<file path="config.mk">
export PLATFORM = sky130hd
export DESIGN_NAME = i2c_addr_seq
export DESIGN_NICKNAME = d
export VERILOG_FILES = /design/src/rtl/i2c_seq_pkg.sv /design/src/rtl/i2c_seq_timer.sv /design/src/rtl/i2c_seq_shifter.sv /design/src/rtl/i2c_addr_seq.sv
export SDC_FILE = /design/constraint.sdc
export NUM_CORES = 1
export LEC_CHECK = 0
export BUFFER_PORTS_ARGS = -buffer_cell sky130_fd_sc_hd__buf_2
export CAP_MARGIN = 20
export CORE_ASPECT_RATIO = 0.5
export CORE_MARGIN = 4
export CORE_UTILIZATION = 38
export CTS_BUF_LIST = sky130_fd_sc_hd__clkbuf_16
export CTS_CLUSTER_DIAMETER = 50
export CTS_CLUSTER_SIZE = 25
export DETAILED_ROUTE_END_ITERATION = 12
export GPL_ROUTABILITY_DRIVEN = 1
export PLACE_DENSITY = 0.64
export RECOVER_POWER = 25
export SYNTH_ARGS = -nofsm -noshare
export SYNTH_HDL_FRONTEND = slang
export SYNTH_SLANG_ARGS = --single-unit
</file>
<file path="constraint.sdc">
create_clock -name clk -period 3.9 [get_ports clk]
set_clock_uncertainty 0.1 [all_clocks]
set_input_delay 0.195 -clock clk [delete_from_list [all_inputs] [get_ports clk]]
set_output_delay 0.195 -clock clk [all_outputs]
set_load 0.02 [all_outputs]
</file>
<file path="src/rtl/i2c_seq_pkg.sv">
package i2c_seq_pkg;

  typedef enum logic [3:0] {
    T_IDLE, T_FREE, T_STHOLD, T_BYTE, T_RS_LOW, T_RS_HIGH,
    T_HOLD, T_STOP_LOW, T_STOP_HIGH
  } seq_state_e;

  typedef enum logic [1:0] {B_IDLE, B_LOW, B_WAITHI, B_HIGH} bit_state_e;

  // step 0: 7-bit byte or 10-bit header (write), step 1: low address, step 2: header (read)
  function automatic logic [7:0] addr_byte(input logic ten, input logic [9:0] a,
                                           input logic rd, input logic [1:0] step);
    if (!ten) return {a[6:0], rd};
    case (step)
      2'd1:    return a[7:0];
      2'd2:    return {5'b11110, a[9:8], 1'b1};
      default: return {5'b11110, a[9:8], 1'b0};
    endcase
  endfunction

  function automatic logic [1:0] first_step(input logic ten, input logic rd, input logic hdr);
    return (ten && rd && hdr) ? 2'd2 : 2'd0;
  endfunction

  function automatic logic [1:0] last_step(input logic ten, input logic rd);
    if (!ten) return 2'd0;
    return rd ? 2'd2 : 2'd1;
  endfunction

endpackage

</file>
<file path="src/rtl/i2c_seq_timer.sv">
module i2c_seq_timer #(
  parameter int TW = 8
) (
  input  logic          clk,
  input  logic          rst_n,
  input  logic          load,
  input  logic [TW-1:0] val,
  output logic          expired
);
  logic [TW-1:0] cnt;

  always_ff @(posedge clk or negedge rst_n) begin
    if (!rst_n)         cnt <= '0;
    else if (load)      cnt <= val;
    else if (cnt != '0) cnt <= cnt - 1'b1;
  end

  assign expired = (cnt == '0);
endmodule

</file>
<file path="src/rtl/i2c_seq_shifter.sv">
module i2c_seq_shifter import i2c_seq_pkg::*; #(
  parameter int TW = 8
) (
  input  logic          clk,
  input  logic          rst_n,
  input  logic          go,
  input  logic [7:0]    byte_in,
  input  logic [TW-1:0] low_cnt,
  input  logic [TW-1:0] high_cnt,
  input  logic          scl_in,
  input  logic          sda_in,
  output logic          scl_low,
  output logic          sda_low,
  output logic          done,
  output logic          ack,
  output logic          arb_loss
);
  bit_state_e    st;
  logic [7:0]    sh;
  logic [3:0]    bidx;
  logic          tload, texp;
  logic [TW-1:0] tval;

  assign arb_loss = (st == B_WAITHI) && scl_in && (bidx != 4'd8) && !sda_low && !sda_in;
  assign done     = (st == B_HIGH) && texp && (bidx == 4'd8);
  assign tval     = (st == B_WAITHI) ? high_cnt : low_cnt;
  assign tload    = go || ((st == B_WAITHI) && scl_in) ||
                    ((st == B_HIGH) && texp && (bidx != 4'd8));

  i2c_seq_timer #(.TW(TW)) u_tmr (
    .clk(clk), .rst_n(rst_n), .load(tload), .val(tval), .expired(texp)
  );

  always_ff @(posedge clk or negedge rst_n) begin
    if (!rst_n) begin
      st <= B_IDLE; sh <= '0; bidx <= '0;
      scl_low <= 1'b0; sda_low <= 1'b0; ack <= 1'b0;
    end else if (go) begin
      st <= B_LOW; sh <= byte_in; bidx <= '0;
      scl_low <= 1'b1; sda_low <= ~byte_in[7];
    end else begin
      case (st)
        B_LOW: if (texp) begin
          st <= B_WAITHI; scl_low <= 1'b0;
        end
        B_WAITHI: if (scl_in) begin
          if (arb_loss) begin
            st <= B_IDLE; sda_low <= 1'b0; scl_low <= 1'b0;
          end else begin
            if (bidx == 4'd8) ack <= !sda_in;
            st <= B_HIGH;
          end
        end
        B_HIGH: if (texp) begin
          if (bidx == 4'd8) st <= B_IDLE;
          else begin
            st <= B_LOW; scl_low <= 1'b1;
            sda_low <= (bidx == 4'd7) ? 1'b0 : ~sh[6];
            sh <= {sh[6:0], 1'b0};
            bidx <= bidx + 4'd1;
          end
        end
        default: ;
      endcase
    end
  end
endmodule

</file>
<file path="src/rtl/i2c_addr_seq.sv">
module i2c_addr_seq import i2c_seq_pkg::*; #(
  parameter int TW  = 8,
  parameter int NBW = 8
) (
  input  logic           clk,
  input  logic           rst_n,
  input  logic           cfg_wr,
  input  logic           cfg_ten_bit,
  input  logic [9:0]     cfg_addr,
  input  logic           cfg_read,
  input  logic           cfg_hdr_only,
  input  logic [NBW-1:0] cfg_nbytes,
  input  logic [TW-1:0]  low_cnt,
  input  logic [TW-1:0]  high_cnt,
  input  logic           start_set,
  input  logic           bus_busy,
  input  logic           tgt_match,
  input  logic           match_clr,
  input  logic           release_bus,
  input  logic           scl_in,
  input  logic           sda_in,
  output logic           scl_oe,
  output logic           sda_oe,
  output logic           start_req,
  output logic           own_bus,
  output logic           target_mode,
  output logic           addr_ack,
  output logic           addr_nack,
  output logic           arb_lost,
  output logic           xfer_read,
  output logic [NBW-1:0] xfer_nbytes
);
  logic           ten_q, rd_q, hdr_q, match_pend;
  logic [9:0]     addr_q;
  logic [NBW-1:0] nb_q;
  seq_state_e     st, nxt;
  logic [1:0]     step, step_nxt, go_step, first_s, last_s;
  logic           tload, texp;
  logic [TW-1:0]  tval;
  logic           sh_go, sh_scl, sh_sda, sh_done, sh_ack, sh_arb;
  logic [7:0]     sh_byte;
  logic           tgt_hit;

  assign first_s     = first_step(ten_q, rd_q, hdr_q);
  assign last_s      = last_step(ten_q, rd_q);
  assign sh_byte     = addr_byte(ten_q, addr_q, rd_q, go_step);
  assign tgt_hit     = ((st == T_IDLE) || (st == T_FREE)) && start_req && !target_mode && tgt_match;
  assign xfer_read   = rd_q;
  assign xfer_nbytes = nb_q;

  i2c_seq_timer #(.TW(TW)) u_tmr (
    .clk(clk), .rst_n(rst_n), .load(tload), .val(tval), .expired(texp)
  );

  i2c_seq_shifter #(.TW(TW)) u_shift (
    .clk(clk), .rst_n(rst_n), .go(sh_go), .byte_in(sh_byte),
    .low_cnt(low_cnt), .high_cnt(high_cnt), .scl_in(scl_in), .sda_in(sda_in),
    .scl_low(sh_scl), .sda_low(sh_sda), .done(sh_done), .ack(sh_ack), .arb_loss(sh_arb)
  );

  always_comb begin
    nxt = st; tload = 1'b0; tval = low_cnt; sh_go = 1'b0;
    go_step = step; step_nxt = step;
    case (st)
      T_IDLE: if (start_req && !target_mode && !tgt_match) begin
        nxt = T_FREE; tload = 1'b1; step_nxt = first_s;
      end
      T_FREE: begin
        if (tgt_hit) nxt = T_IDLE;
        else if (bus_busy) tload = 1'b1;
        else if (texp) begin nxt = T_STHOLD; tload = 1'b1; tval = high_cnt; end
      end
      T_STHOLD: if (texp) begin nxt = T_BYTE; sh_go = 1'b1; end
      T_BYTE: begin
        if (sh_arb) nxt = T_IDLE;
        else if (sh_done) begin
          if (!sh_ack || step == last_s) nxt = T_HOLD;
          else if (step == 2'd1 && last_s == 2'd2) begin
            nxt = T_RS_LOW; tload = 1'b1; step_nxt = 2'd2;
          end else begin
            sh_go = 1'b1; go_step = step + 2'd1; step_nxt = step + 2'd1;
          end
        end
      end
      T_HOLD: begin
        if (start_req) begin nxt = T_RS_LOW; tload = 1'b1; step_nxt = first_s; end
        else if (release_bus) begin nxt = T_STOP_LOW; tload = 1'b1; end
      end
      T_RS_LOW:    if (texp) begin nxt = T_RS_HIGH; tload = 1'b1; end
      T_RS_HIGH:   if (texp) begin nxt = T_STHOLD; tload = 1'b1; tval = high_cnt; end
      T_STOP_LOW:  if (texp) begin nxt = T_STOP_HIGH; tload = 1'b1; tval = high_cnt; end
      T_STOP_HIGH: if (texp) nxt = T_IDLE;
      default: nxt = T_IDLE;
    endcase
  end

  always_comb begin
    case (st)
      T_STHOLD:    begin scl_oe = 1'b0;   sda_oe = 1'b1;   end
      T_BYTE:      begin scl_oe = sh_scl; sda_oe = sh_sda; end
      T_RS_LOW,
      T_HOLD:      begin scl_oe = 1'b1;   sda_oe = 1'b0;   end
      T_STOP_LOW:  begin scl_oe = 1'b1;   sda_oe = 1'b1;   end
      T_STOP_HIGH: begin scl_oe = 1'b0;   sda_oe = 1'b1;   end
      default:     begin scl_oe = 1'b0;   sda_oe = 1'b0;   end
    endcase
  end

  always_ff @(posedge clk or negedge rst_n) begin
    if (!rst_n) begin
      st <= T_IDLE; step <= '0;
      ten_q <= 1'b0; rd_q <= 1'b0; hdr_q <= 1'b0; addr_q <= '0; nb_q <= '0;
      start_req <= 1'b0; own_bus <= 1'b0; target_mode <= 1'b0; match_pend <= 1'b0;
      addr_ack <= 1'b0; addr_nack <= 1'b0; arb_lost <= 1'b0;
    end else begin
      st <= nxt; step <= step_nxt;
      if (cfg_wr && !start_req) begin
        ten_q <= cfg_ten_bit; rd_q <= cfg_read; hdr_q <= cfg_hdr_only;
        addr_q <= cfg_addr; nb_q <= cfg_nbytes;
      end
      if (start_set && !start_req) begin
        start_req <= 1'b1; addr_ack <= 1'b0; addr_nack <= 1'b0; arb_lost <= 1'b0;
        target_mode <= 1'b0; match_pend <= 1'b0;
      end
      if (tgt_hit) begin target_mode <= 1'b1; match_pend <= 1'b1; end
      if (match_pend && match_clr) begin start_req <= 1'b0; match_pend <= 1'b0; end
      if (st == T_FREE && nxt == T_STHOLD) own_bus <= 1'b1;
      if (st == T_BYTE && sh_arb) begin
        arb_lost <= 1'b1; target_mode <= 1'b1; start_req <= 1'b0; own_bus <= 1'b0;
      end
      if (st == T_BYTE && sh_done && !sh_ack) begin addr_nack <= 1'b1; start_req <= 1'b0; end
      if (st == T_BYTE && sh_done && sh_ack && step == last_s) begin
        addr_ack <= 1'b1; start_req <= 1'b0;
      end
      if (st == T_STOP_HIGH && texp) own_bus <= 1'b0;
    end
  end
endmodule

</file>
==> impl_metrics.py <==
metrics = {
    "timing": {
        "period_needed_ns": 3.39,
        "finalSetupViolCount": 0,
        "fmaxAchievable_mhz": 295,
        "worst_pin_slew_ns": 1.35,
        "rsz0062_at_grt": "false",
        "worst_slack_ns": 0.513,
        "fin_setup_tns_ns": 0,
        "final_hold_viol_count": 0,
        "max_slew_margin_pct": 9.82,
        "finalCritPeriodShare_pct": 86.8,
        "maxSlewViolCount": 0,
    },
    "worst_setup_path": {
        "cp.arrival_ns": 3.46,
        "cp-start-kind": "register",
        "path_cells": "nor3_1, nor4_2, nand3_1, nand2_1, o21ai_0, ha_1, or2_2, a22oi_1, a21oi_1, nor2_1, a31oi_1",
        "cpPeakStageDelay_ns": 0.71,
        "critical_path_class": "register to register",
        "cp_slowest_cell": "dfrtp_1",
        "path_max_fanout": 21,
        "worstSetupEndpointType": "register",
        "crit_required_ns": 3.97,
    },
    "pwr": {
        "power.density_mw_per_mm2": 656,
        "vdd_drop_max_mv": 0.268,
        "p_leak_uw": 0.00223,
        "power_uw": 3240,
    },
    "synth": {
        "async_flop_share_pct": 100,
        "synthTopCellsByCount": "66 x dfrtp_1, 47 x nand2_1, 40 x mux2i_1",
        "synth_cells": 404,
        "synth_area_per_cell_sq_um": 9.93,
        "synth_area_leader_cell": "dfrtp_1",
        "ys_types": 65,
        "synth_edf_count": 0,
        "synthesis.area_sq_mm": 0.00401,
        "yosysMostFrequentCell": "dfrtp_1",
        "ys_seq_elements": 66,
        "yosys-top-cells-area": "dfrtp_1 41%, mux2i_1 10%, mux2_2 6.7%",
        "synth_top_area_share_pct": 41.2,
        "ys_warn_count": 0,
        "yosysSeqAreaShare_pct": 41.2,
        "synthFlopType": "dfrtp_1",
        "synth_fp_nets": 460,
    },
    "clock_tree": {
        "htreeDepth": 3,
        "tritoncts": "built",
        "cts.reportedPaths.clkPinSlew_ns": 0.06,
        "numCtsBuffers": 9,
        "clockRootBuffer": "clkbuf_16",
        "clock_latency_ns": 0.34,
        "clock-sinks": 66,
        "postCtsResizedCells": 0,
        "clockBufferDepth": 2,
    },
    "layout": {
        "diodes": 0,
        "synthToLayoutAreaGrowth_pct": 23.0,
        "multiInputGateArea_sq_mm": 0.00218,
        "n_fill_cell": 960,
        "drive_above_1_share_pct": 21.9,
        "register_area_sq_mm": 0.00165,
        "finalNetCount": 544,
    },
    "place": {
        "dp_slack_ns": 0.542,
        "port_buffers": 63,
        "hpwlAfterDp_um": 6790,
        "gp_congestion": 0.857,
    },
    "floorplan": {
        "core-area_sq_mm": 0.0102,
        "rows": 26,
        "dieArea_sq_mm": 0.0124,
        "die_w_um": 153,
        "io_pins": 64,
        "initial_utilization_pct": 39.2,
        "die_h_um": 80.7,
    },
    "grt": {
        "antenna_found_initial": 0,
        "grt_pass1_wl_um": 16000,
        "grt_max_degree": 54,
        "track_usage_pct": 16.4,
        "grt_pass1_vias": 3256,
        "grt.overflow.total": 0,
    },
    "route": {
        "viasPerCell": 5.20,
        "drtIter0Drc": 260,
        "wl_per_cell_um": 15.2,
        "firstDrtPassIters": 4,
        "routed_wl_um": 9610,
        "drcViolationCount": 0,
        "vias": 3290,
        "antenna_left": 0,
    },
    "run": {
        "cap_violations": 0,
    },
    "outcome": {
        "status": "finished, final reports clean",
    },
    "hold_path": {
        "hold_path_class": "primary input to register",
    },
}
==> flip-flops by register name (all words and copies together), names as in the netlist, 4 cells and up <==
name and cells:
u_shift.bidx 4, u_shift.u_tmr.cnt 8, u_shift.sh 7, addr_q 10, st 4, xfer_nbytes 8
u_tmr.cnt 8
==> layer usage <==
metal  vias up  share of wire [%]  track usage (%)  routed length (um)
met1      1575                 49             21.7                4750
met3         9                4.1             4.63                 392
met5         -                  0                0                   0
met2        70                 45             25.7                4350
met4         0                1.3             5.87                 123
li1       1636                  -                -                   -
==> power breakdown <==
| group | total, uW | internal [uW] | leakage, uW | switching, uW |
|---|---|---|---|---|
| Clock | 832 | 500 | 0.000144 | 332 |
| Sequential | 1210 | 946 | 0.000807 | 263 |
| Combinational | 1200 | 566 | 0.00128 | 629 |
| Total | 3240 | 2010 | 0.00223 | 1220 |
==> what timing repair did <==
action	in CTS	in global routing
setup endpoints to repair	0	0
hold endpoints to repair	35	0
buffers inserted	0	0
hold buffers	23	0
==> worst max-delay path, delay by kind of cell, from the launching register on <==
family                   cells  cell delay [ns]
AO/OA/AOI/OAI                4             0.47
adder cells (fa/ha/maj)      1             0.34
flip-flops                   1             0.71
AND/OR/NAND/NOR              6             1.59
==> area by class of cell <==
cell class	count	area share [%]
Inverter	17	1.29
Clock inverter	7	1.60
Timing Repair Buffer	91	11.4
Tap cell	140	3.55
Clock buffer	9	4.56
Sequential cell	66	33.5
Multi-Input combinational cell	303	44.2
==> cells in the final DEF, fill, tap and decap left out, types with 5 or more instances in the layout <==
cell,Yosys,routed
a21oi_1,25,25
a31oi_1,8,8
buf_2,2,47
clkbuf_1,8,16
clkbuf_16,0,9
dfrtp_1,66,66
dlygate4sd3_1,0,23
ha_1,9,9
inv_1,17,17
mux2_2,24,24
mux2i_1,40,40
nand2_1,47,47
nand3_1,12,12
nor2_1,25,25
nor2b_1,6,5
o21ai_0,13,13
xnor2_1,7,7
xor2_1,5,5
==> logic make-up (layout without fill, tap and decap cells) <==
group                    after synthesis  after routing  synth area share [%]
AND/OR/NAND/NOR                      143            143                  20.3
XOR/XNOR                              12             12                  2.62
multiplexers                          64             64                  16.7
flip-flops                            66             66                  41.2
adder cells (fa/ha/maj)                9              9                  2.81
AO/OA/AOI/OAI                         75             75                  11.9
buffers and inverters                 35            124                  4.55
==> per-stage QoR <==
stage | instance area, sq um | instances | util (%) | hold WS, ns
after global routing | 4940 | 633 | 48.2 | 0.00717
after CTS | 4960 | 633 | 48.4 | 0.00375
final | 4940 | 633 | 48.2 | 0.0106
after floorplan | 4010 | 404 | - | -0.201
after global placement | 4420 | 594 | 43.2 | 0.0113
after detailed placement | 4420 | 594 | 43.2 | 0.0208
==> path summary, 6_finish.rpt <==
path,startpoint,slack (ns),endpoint,cells past startpoint
worst max-delay path,ten_q,0.51,u_shift.sh[1],11
worst min-delay path,sda_in,0.01,u_shift.ack,2
worst max register to register,ten_q,0.51,u_shift.sh[1],11
worst min register to register,match_pend,0.37,match_pend,1
max in group asynchronous,rst_n,1.55,ten_q,3
min in group asynchronous,rst_n,0.35,u_tmr.cnt[7],2
Power figures use the tool's default switching activity.
